--- config.mk ---
export PLATFORM = sky130hd
export DESIGN_NAME = i2c_csr
export DESIGN_NICKNAME = d
export VERILOG_FILES = /design/src/rtl/i2c_csr_pkg.sv /design/src/rtl/i2c_csr_flag.sv /design/src/rtl/i2c_csr_data.sv /design/src/rtl/i2c_csr_presc.sv /design/src/rtl/i2c_csr.sv
export SDC_FILE = /design/constraint.sdc
export NUM_CORES = 1
export LEC_CHECK = 0
export ABC_CLOCK_PERIOD_IN_PS = 1900
export BUFFER_PORTS_ARGS = -buffer_cell sky130_fd_sc_hd__buf_2
export CAP_MARGIN = 20
export CORE_UTILIZATION = 48
export DETAILED_ROUTE_END_ITERATION = 10
export PLACE_DENSITY = 0.79
export SKIP_CTS_REPAIR_TIMING = 1
export SYNTH_ARGS = -nofsm -noshare
export SYNTH_HDL_FRONTEND = slang
export SYNTH_SLANG_ARGS = --single-unit
--- constraint.sdc ---
create_clock -name clk -period 1.9 [get_ports clk]
set_input_delay 0.38 -clock clk [delete_from_list [all_inputs] [get_ports clk]]
set_output_delay 0.38 -clock clk [all_outputs]
set_load 0.03 [all_outputs]
--- src/rtl/i2c_csr_pkg.sv ---
package i2c_csr_pkg;
  typedef enum logic [1:0] {
    A_CTRL = 2'd0,
    A_STAT = 2'd1,
    A_DATA = 2'd2,
    A_NONE = 2'd3
  } csr_addr_e;

  localparam int B_EN   = 0;
  localparam int B_IE   = 1;
  localparam int B_ACK  = 2;
  localparam int B_STA  = 3;
  localparam int B_STO  = 4;
  localparam int B_WCOL = 5;
  localparam int B_ATTN = 7;
endpackage

--- src/rtl/i2c_csr_flag.sv ---
module i2c_csr_flag #(
  parameter int SW = 5
) (
  input  logic          clk,
  input  logic          rst,
  input  logic          en_i,
  input  logic          set_i,
  input  logic [SW-1:0] code_i,
  input  logic          clr_i,
  output logic          attn_o,
  output logic [SW-1:0] stat_o,
  output logic          go_o
);
  localparam logic [SW-1:0] IDLE = {SW{1'b1}};

  logic          attn_q, go_q;
  logic [SW-1:0] code_q, stat_q;

  always_ff @(posedge clk) begin
    if (rst) begin
      attn_q <= 1'b0;
      go_q   <= 1'b0;
      code_q <= IDLE;
      stat_q <= IDLE;
    end else begin
      go_q <= attn_q & clr_i & ~set_i & en_i;
      if (!en_i)      attn_q <= 1'b0;
      else if (set_i) attn_q <= 1'b1;
      else if (clr_i) attn_q <= 1'b0;
      if (set_i) code_q <= code_i;
      stat_q <= attn_q ? code_q : IDLE;
    end
  end

  assign attn_o = attn_q;
  assign stat_o = stat_q;
  assign go_o   = go_q;

  AST_FALL_NEEDS_CAUSE: assert property (@(posedge clk) disable iff (rst)
    $fell(attn_q) |-> $past(clr_i || !en_i));
  AST_GO_AFTER_CLEAR: assert property (@(posedge clk) disable iff (rst)
    go_q |-> (!attn_q && $past(attn_q)));
  AST_SET_WINS: assert property (@(posedge clk) disable iff (rst)
    (set_i && en_i) |=> attn_q);
  AST_IDLE_CODE: assert property (@(posedge clk) disable iff (rst)
    (!attn_q && !$past(attn_q)) |-> (stat_q == IDLE));
endmodule

--- src/rtl/i2c_csr_data.sv ---
module i2c_csr_data #(
  parameter int DW = 8
) (
  input  logic          clk,
  input  logic          rst,
  input  logic          attn_i,
  input  logic          wr_i,
  input  logic [DW-1:0] wdata_i,
  input  logic          load_i,
  input  logic [DW-1:0] rx_i,
  output logic [DW-1:0] data_o,
  output logic          wcol_o
);
  logic [DW-1:0] data_q;
  logic          wcol_q;

  always_ff @(posedge clk) begin
    if (rst) begin
      data_q <= {DW{1'b1}};
      wcol_q <= 1'b0;
    end else begin
      if (load_i)              data_q <= rx_i;
      else if (wr_i && attn_i) data_q <= wdata_i;
      if (wr_i) wcol_q <= ~attn_i;
    end
  end

  assign data_o = data_q;
  assign wcol_o = wcol_q;

  AST_WCOL_ON_BLOCKED: assert property (@(posedge clk) disable iff (rst)
    (wr_i && !attn_i) |=> wcol_q);
  AST_DATA_FROZEN: assert property (@(posedge clk) disable iff (rst)
    (!load_i && !(wr_i && attn_i)) |=> $stable(data_q));
endmodule

--- src/rtl/i2c_csr_presc.sv ---
module i2c_csr_presc #(
  parameter int PSW = 2
) (
  input  logic                       clk,
  input  logic                       rst,
  input  logic                       wr_i,
  input  logic [PSW-1:0]             sel_i,
  output logic [PSW-1:0]             sel_o,
  output logic [2*(2**PSW-1):0]      div_o
);
  localparam int DIVW = 2*(2**PSW-1)+1;

  logic [PSW-1:0] sel_q;

  always_ff @(posedge clk) begin
    if (rst)       sel_q <= '0;
    else if (wr_i) sel_q <= sel_i;
  end

  for (genvar b = 0; b < DIVW; b++) begin : g_div
    if (b % 2 == 0) begin : g_even
      assign div_o[b] = (sel_q == PSW'(b/2));
    end else begin : g_odd
      assign div_o[b] = 1'b0;
    end
  end

  assign sel_o = sel_q;

  AST_DIV_ONE_HOT: assert property (@(posedge clk) disable iff (rst)
    $countones(div_o) == 1);
endmodule

--- src/rtl/i2c_csr.sv ---
module i2c_csr
  import i2c_csr_pkg::*;
#(
  parameter int DW  = 8,
  parameter int SW  = 5,
  parameter int PSW = 2
) (
  input  logic                  clk,
  input  logic                  rst,
  input  logic [1:0]            bus_addr,
  input  logic                  bus_wr,
  input  logic                  bus_rd,
  input  logic [DW-1:0]         bus_wdata,
  output logic [DW-1:0]         bus_rdata,
  input  logic                  evt_strobe,
  input  logic [SW-1:0]         evt_code,
  input  logic                  rx_load,
  input  logic [DW-1:0]         rx_byte,
  input  logic                  stop_sent,
  output logic                  scl_hold,
  output logic                  irq,
  output logic                  go,
  output logic                  if_enable,
  output logic                  ack_en,
  output logic                  start_req,
  output logic                  stop_req,
  output logic [PSW-1:0]        presc_sel,
  output logic [2*(2**PSW-1):0] presc_div,
  output logic [DW-1:0]         tx_byte
);
  localparam int PADW = DW - SW - PSW;

  logic en_q, ie_q, ack_q, sta_q, sto_q;
  logic ctrl_wr, stat_wr, data_wr, en_next, set_evt, clr_req;
  logic attn, wcol;
  logic [SW-1:0] stat;
  logic [DW-1:0] data, rd_mux, rdata_q;

  assign ctrl_wr = bus_wr && (bus_addr == A_CTRL);
  assign stat_wr = bus_wr && (bus_addr == A_STAT);
  assign data_wr = bus_wr && (bus_addr == A_DATA);
  assign en_next = ctrl_wr ? bus_wdata[B_EN] : en_q;
  assign set_evt = evt_strobe && en_q;
  assign clr_req = ctrl_wr && bus_wdata[B_ATTN];

  always_ff @(posedge clk) begin
    if (rst) begin
      en_q  <= 1'b0;
      ie_q  <= 1'b0;
      ack_q <= 1'b0;
      sta_q <= 1'b0;
      sto_q <= 1'b0;
    end else begin
      en_q <= en_next;
      if (ctrl_wr) begin
        ie_q  <= bus_wdata[B_IE];
        ack_q <= bus_wdata[B_ACK];
        sta_q <= bus_wdata[B_STA];
        sto_q <= bus_wdata[B_STO];
      end else if (stop_sent) begin
        sto_q <= 1'b0;
      end
    end
  end

  i2c_csr_flag #(.SW(SW)) u_flag (
    .clk(clk), .rst(rst), .en_i(en_next), .set_i(set_evt), .code_i(evt_code),
    .clr_i(clr_req), .attn_o(attn), .stat_o(stat), .go_o(go)
  );

  i2c_csr_data #(.DW(DW)) u_data (
    .clk(clk), .rst(rst), .attn_i(attn), .wr_i(data_wr), .wdata_i(bus_wdata),
    .load_i(set_evt && rx_load), .rx_i(rx_byte), .data_o(data), .wcol_o(wcol)
  );

  i2c_csr_presc #(.PSW(PSW)) u_presc (
    .clk(clk), .rst(rst), .wr_i(stat_wr), .sel_i(bus_wdata[PSW-1:0]),
    .sel_o(presc_sel), .div_o(presc_div)
  );

  always_comb begin
    rd_mux = '0;
    unique case (bus_addr)
      A_CTRL: begin
        rd_mux[B_ATTN] = attn;
        rd_mux[B_WCOL] = wcol;
        rd_mux[B_STO]  = sto_q;
        rd_mux[B_STA]  = sta_q;
        rd_mux[B_ACK]  = ack_q;
        rd_mux[B_IE]   = ie_q;
        rd_mux[B_EN]   = en_q;
      end
      A_STAT:  rd_mux = {stat, {PADW{1'b0}}, presc_sel};
      A_DATA:  rd_mux = data;
      default: rd_mux = '0;
    endcase
  end

  always_ff @(posedge clk) begin
    if (rst)         rdata_q <= '0;
    else if (bus_rd) rdata_q <= rd_mux;
  end

  assign bus_rdata = rdata_q;
  assign scl_hold  = attn;
  assign irq       = attn & ie_q;
  assign if_enable = en_q;
  assign ack_en    = ack_q;
  assign start_req = sta_q;
  assign stop_req  = sto_q;
  assign tx_byte   = data;

  AST_DISABLED_QUIET: assert property (@(posedge clk) disable iff (rst)
    !en_q |-> (!scl_hold && !irq));
  AST_EVT_IGNORED_OFF: assert property (@(posedge clk) disable iff (rst)
    (!en_q && !attn) |=> !attn);
  AST_RDATA_HOLDS: assert property (@(posedge clk) disable iff (rst)
    !bus_rd |=> $stable(rdata_q));
endmodule

-- Yosys cells after proc, flatten, opt, wreduce, memory -nomap -nowiden
Index checks and enable logic that the tools add are counted.
- equal/unequal tests: 5
- mux-type cells: 10
- bitwise operators: 7
- reductions and logical operators: 14
- operator list (cell ; count):
    $pmux 6 s3 ; 1
    $mux 8 ; 2
    $logic_and 1x1->1 ; 7
    $eq 2x2->1 const B ; 3
    $reduce_bool 2->1 ; 3
    $mux 1 ; 5
    $and 1x1->1 ; 4
    $eq 2x1->1 const B ; 2
    $logic_not 2->1 ; 2
    $reduce_or 2->1 ; 2
    $not 1->1 ; 3
    $pmux 1 s3 ; 1
    $pmux 1 s2 ; 1
- register bits after elaboration: 36
- bits of input ports: 30
- output and inout bits: 32
- word-level logic and storage cells: 49

-- Depth between registers and ports, before layout
- depth after elaboration: 6
- gate-level depth with buffers: 6
- depth with buffers taken out: 5

-- Modules after synthesis
Synthesis repeated with hierarchy kept, for this count alone.
- cell total of the unflattened synthesis: 166
- area total of the unflattened synthesis: 1630.3 sq um
- by module, submodules not included (module ; times used ; cells each ; area an instance (sq um) ; seq. area each (sq um)):
    i2c_csr ; 1 ; 72 ; 668.1 ; 260.2
    i2c_csr_data ; 1 ; 46 ; 444.2 ; 180.2
    i2c_csr_flag ; 1 ; 34 ; 401.6 ; 240.2
    i2c_csr_presc ; 1 ; 14 ; 116.4 ; 40.0

-- Least setup slack after synthesis
No wires, ideal clock.
- path kind: input to register
- start: in bus_addr[0]
- end: reg rdata_q[0], in the netlist bus_rdata[0]
- setup time: 0.117 ns
- arrival time: 1.356 ns
- data required time: 1.783 ns
- setup slack: 0.427 ns
- stages on the path: 6
- path buffers: 1
- path through: inv_1 -> ha_1 -> buf_6 -> a222oi_1 -> a2bb2oi_1 -> nor2_1
- word-level cells in the longest chain between the ends: 2
- elaborated cells on any way between the ends: 4
- classes of those cells: eq/ne (2); mux (1); reduce/logical (1)
- ends and longest elaborated chain (element ; RTL line ; source):
    start: declaration ; i2c_csr.sv:10 ; input logic [1:0] bus_addr,
    $eq 2x2->1 (tied with other cells) ; i2c_csr.sv:83 ; unique case (bus_addr)
    $pmux 6 s3 (*) ; i2c_csr.sv:83 ;
    end signal: assignment ; i2c_csr.sv:101 ; else if (bus_rd) rdata_q <= rd_mux;
    end: declaration ; i2c_csr.sv:37 ; logic [DW-1:0] data, rd_mux, rdata_q;
Every way passes the cells marked *; elsewhere a longest branch is shown, timed or not.
A chain may end at the register's enable or synchronous reset.

-- Final worst setup path
- start: reg u_flag.attn_q, in the netlist u_flag.attn_o
- end: out irq
- word-level cells in the longest chain between the ends: 1
- ends and longest elaborated chain (element ; RTL line ; source):
    start: declaration ; i2c_csr_flag.sv:16 ; logic attn_q, go_q;
    start signal: assignment ; i2c_csr_flag.sv:21 ; attn_q <= 1'b0;
    start signal: assignment ; i2c_csr_flag.sv:27 ; if (!en_i) attn_q <= 1'b0;
    start signal: assignment ; i2c_csr_flag.sv:28 ; else if (set_i) attn_q <= 1'b1;
    $and 1x1->1 ; i2c_csr.sv:106 ; assign irq = attn & ie_q;
    end: declaration ; i2c_csr.sv:21 ; output logic irq,
Every way passes these cells.

==> reports/metrics.yaml <==
floorplanning:
  die-area_mm2: 0.00354
  start_util_pct: 51.2
  fp-row-count: 20
  coreArea_mm2: 0.00310
  dieWidth_um: 59.5
  die_h_um: 59.5
  io_pins: 62
placement:
  place_congestion: 0.800
  dp_cells: 264
  dpl.hpwl_um: 2680
  io_buffers: 58
clock_network:
  worstSkewPairLatency_ns: 0.34
  root_buffer: "clkbuf_4"
  cts_made_buffers: 5
  clock_sinks: 36
  path_clk_slew_ns: 0.11
  htreeDepth: 2
  cts_tree: "yes"
  clock_path_buffers: 2
final_layout:
  fin_cells: 271
  drive_gt1_share_pct: 31.7
  syn_to_final_growth_pct: 23.1
  diodes: 0
  nNetsFinal: 261
  fin_util_pct: 63.0
  multi_input_area_um2: 787
  register_area_um2: 721
  fillers: 294
global_routing:
  grt_usage_pct: 23.5
  grt_max_degree: 35
  grt_pass1_vias: 1303
  grt_overflow_total: 0
  grt_pass1_wl_um: 6060
  grt_antenna_before_repair: 0
timing:
  whs_ns: 0.273
  final-hold-violation-count: 0
  rsz0062_at_grt: "no"
  fin_worst_skew_ns: 0.0100
  max_clock_freq_ghz: 0.612
  setup_viol: 0
  drv_slew: 0
  fin_crit_sh_pct: 86.0
  worst_pin_slew_ns: 0.555
  slew-limit-headroom_pct: 63.0
  setup_tns_ns: 0
  period_needed_ns: 1.63
synthesis:
  synth-seq-cells: 36
  synthesis.instances: 170
  synth_common_cells: "36 x dfxtp_1, 17 x nor2_1, 10 x nand2_1, 9 x and4_1, 9 x nand3_1"
  synth-edff-count: 0
  synth.avg_cell_area_um2: 9.35
  netlist_area_mm2: 0.00159
  ys_types: 32
  yosysTopAreaCellShare_pct: 45.4
  yosys_warnings: 0
  yosys.area.top_type: "dfxtp_1"
  synth_most_common_cell: "dfxtp_1"
  synth_flop_cell: "dfxtp_1"
  yosysSeqAreaShare_pct: 45.4
  synth_area_leaders: "dfxtp_1 45%, and4_1 5.0%, nor2_1 4.0%"
  async_flop_share_pct: 0
power:
  ir_worst_vdd_v: 0.000538
  p_switching_mw: 0.368
  p_leak_nw: 0.929
  seqPwrFrac_pct: 55.2
  pwr-share-comb_pct: 13.2
  swShare_pct: 25.9
  p_int_mw: 1.05
  total_power_mw: 1.42
  clkPwrFrac_pct: 31.6
  cellPowerDensity_mw_per_mm2: 728
drt:
  ant_nets: 0
  vias_per_cell: 5.38
  vias: 1459
  wl_um: 3830
  wl_per_cell_um: 14.1
  drc_errors: 0
  firstDrtPassIters: 4
  first_iter_violations: 96
run:
  drv_cap: 0
critical_path:
  critPathBufInv: 1
  path_cells: "and2_1 -> buf_2"
  crit_family: "flip-flops"
  crit_type: "flip-flop to output port"
  critPathRequiredTime_ns: 1.52
  worstSetupStartpointType: "flip-flop"
  max_stage_delay_ns: 0.55
  path_max_fanout: 10
  arrival_ns: 1.25
  cp-end-kind: "output port"
  crit_path_top_delay_cell: "dfxtp_1"
status:
  outcome: "completed"
worst_hold_path:
  hold_path.class: "primary input to flip-flop"
per-stage QoR:
| step | setup slack, ns | instance area, um^2 |
|---|---|---|
| 2_1_floorplan | 0.427 | 1600 |
| 3_3_place_gp | 0.220 | 1890 |
| 3_5_place_dp | 0.136 | 1890 |
| 4_1_cts | 0.246 | 1960 |
| 5_1_grt | 0.172 | 1960 |
| 6_report | 0.265 | 1960 |
cell families after synthesis:
family,share of synthesized area [%]
adder cells (fa/ha/maj),3.15
buffers and inverters,5.59
flip-flops,45.4
multiplexers,0.630
AND/OR/NAND/NOR,22.4
AO/OA/AOI/OAI,22.7
other,0.236
final cells by class:
cell class | count | area share (%)
clock buffer | 7 | 3.33
inverter | 4 | 0.768
tap | 44 | 2.82
multi-input combinational | 119 | 40.2
timing repair buffer | 61 | 16.0
sequential | 36 | 36.9
path summary, 6_finish.rpt:
path | start | endpoint | slack [ns] | depth (start not counted)
worst min-delay path | rx_byte[2] | u_data.data_o[2] | 0.27 | 3
worst max-delay path | u_flag.attn_o | irq | 0.27 | 2
worst max register to register | u_flag.attn_o | u_data.data_o[5] | 0.54 | 3
worst min register to register | u_flag.code_q[3] | u_flag.stat_o[3] | 0.45 | 1
power groups by stage:
stage | sequential, mW | clock, mW | combinational [mW]
global placement | 0.802 | 0 | 0.184
floorplan | 0.826 | 0 | 0.0997
finish | 0.785 | 0.450 | 0.188
CTS | 0.785 | 0.458 | 0.188
global route | 0.788 | 0.493 | 0.205
detailed placement | 0.802 | 0 | 0.188
sequential cells by signal (all words and copies together), names as in the netlist, 2 cells and up:
signal,count
bus_rdata,8
u_data.data_o,8
u_flag.code_q,5
u_presc.sel_o,2
u_flag.stat_o,5
placed cells by master (no fill, tap or decap), types with 4 or more instances in the layout:
master | synthesis | routed
clkbuf_4 | 0 | 5
and4_1 | 9 | 9
a21oi_1 | 7 | 7
a222oi_1 | 6 | 6
a211oi_1 | 8 | 8
dfxtp_1 | 36 | 36
a211o_1 | 5 | 5
nand2_1 | 10 | 10
buf_2 | 5 | 58
nand3_1 | 9 | 9
and3_1 | 7 | 7
or3_1 | 5 | 5
nor2_1 | 17 | 17
o21bai_1 | 8 | 8
ha_1 | 4 | 4
a2bb2oi_1 | 7 | 7
layer usage:
| metal | global-route usage [%] | share of wire, % | vias to the layer above |
|---|---|---|---|
| met4 | 8.64 | 0.76 | 0 |
| met1 | 31.6 | 47 | 667 |
| met2 | 35.3 | 46 | 54 |
| met5 | 0 | 0 | - |
| li1 | - | - | 734 |
| met3 | 7.42 | 6.5 | 4 |
worst reg2reg max path, delay by kind of cell (launching register included):
kind	cells	cell delay (ns)
AOI/OAI and AO/OA	2	0.44
DFF	1	0.55
and+or+nand+nor	1	0.27
Note: power is estimated with default switching activity, not from simulation.
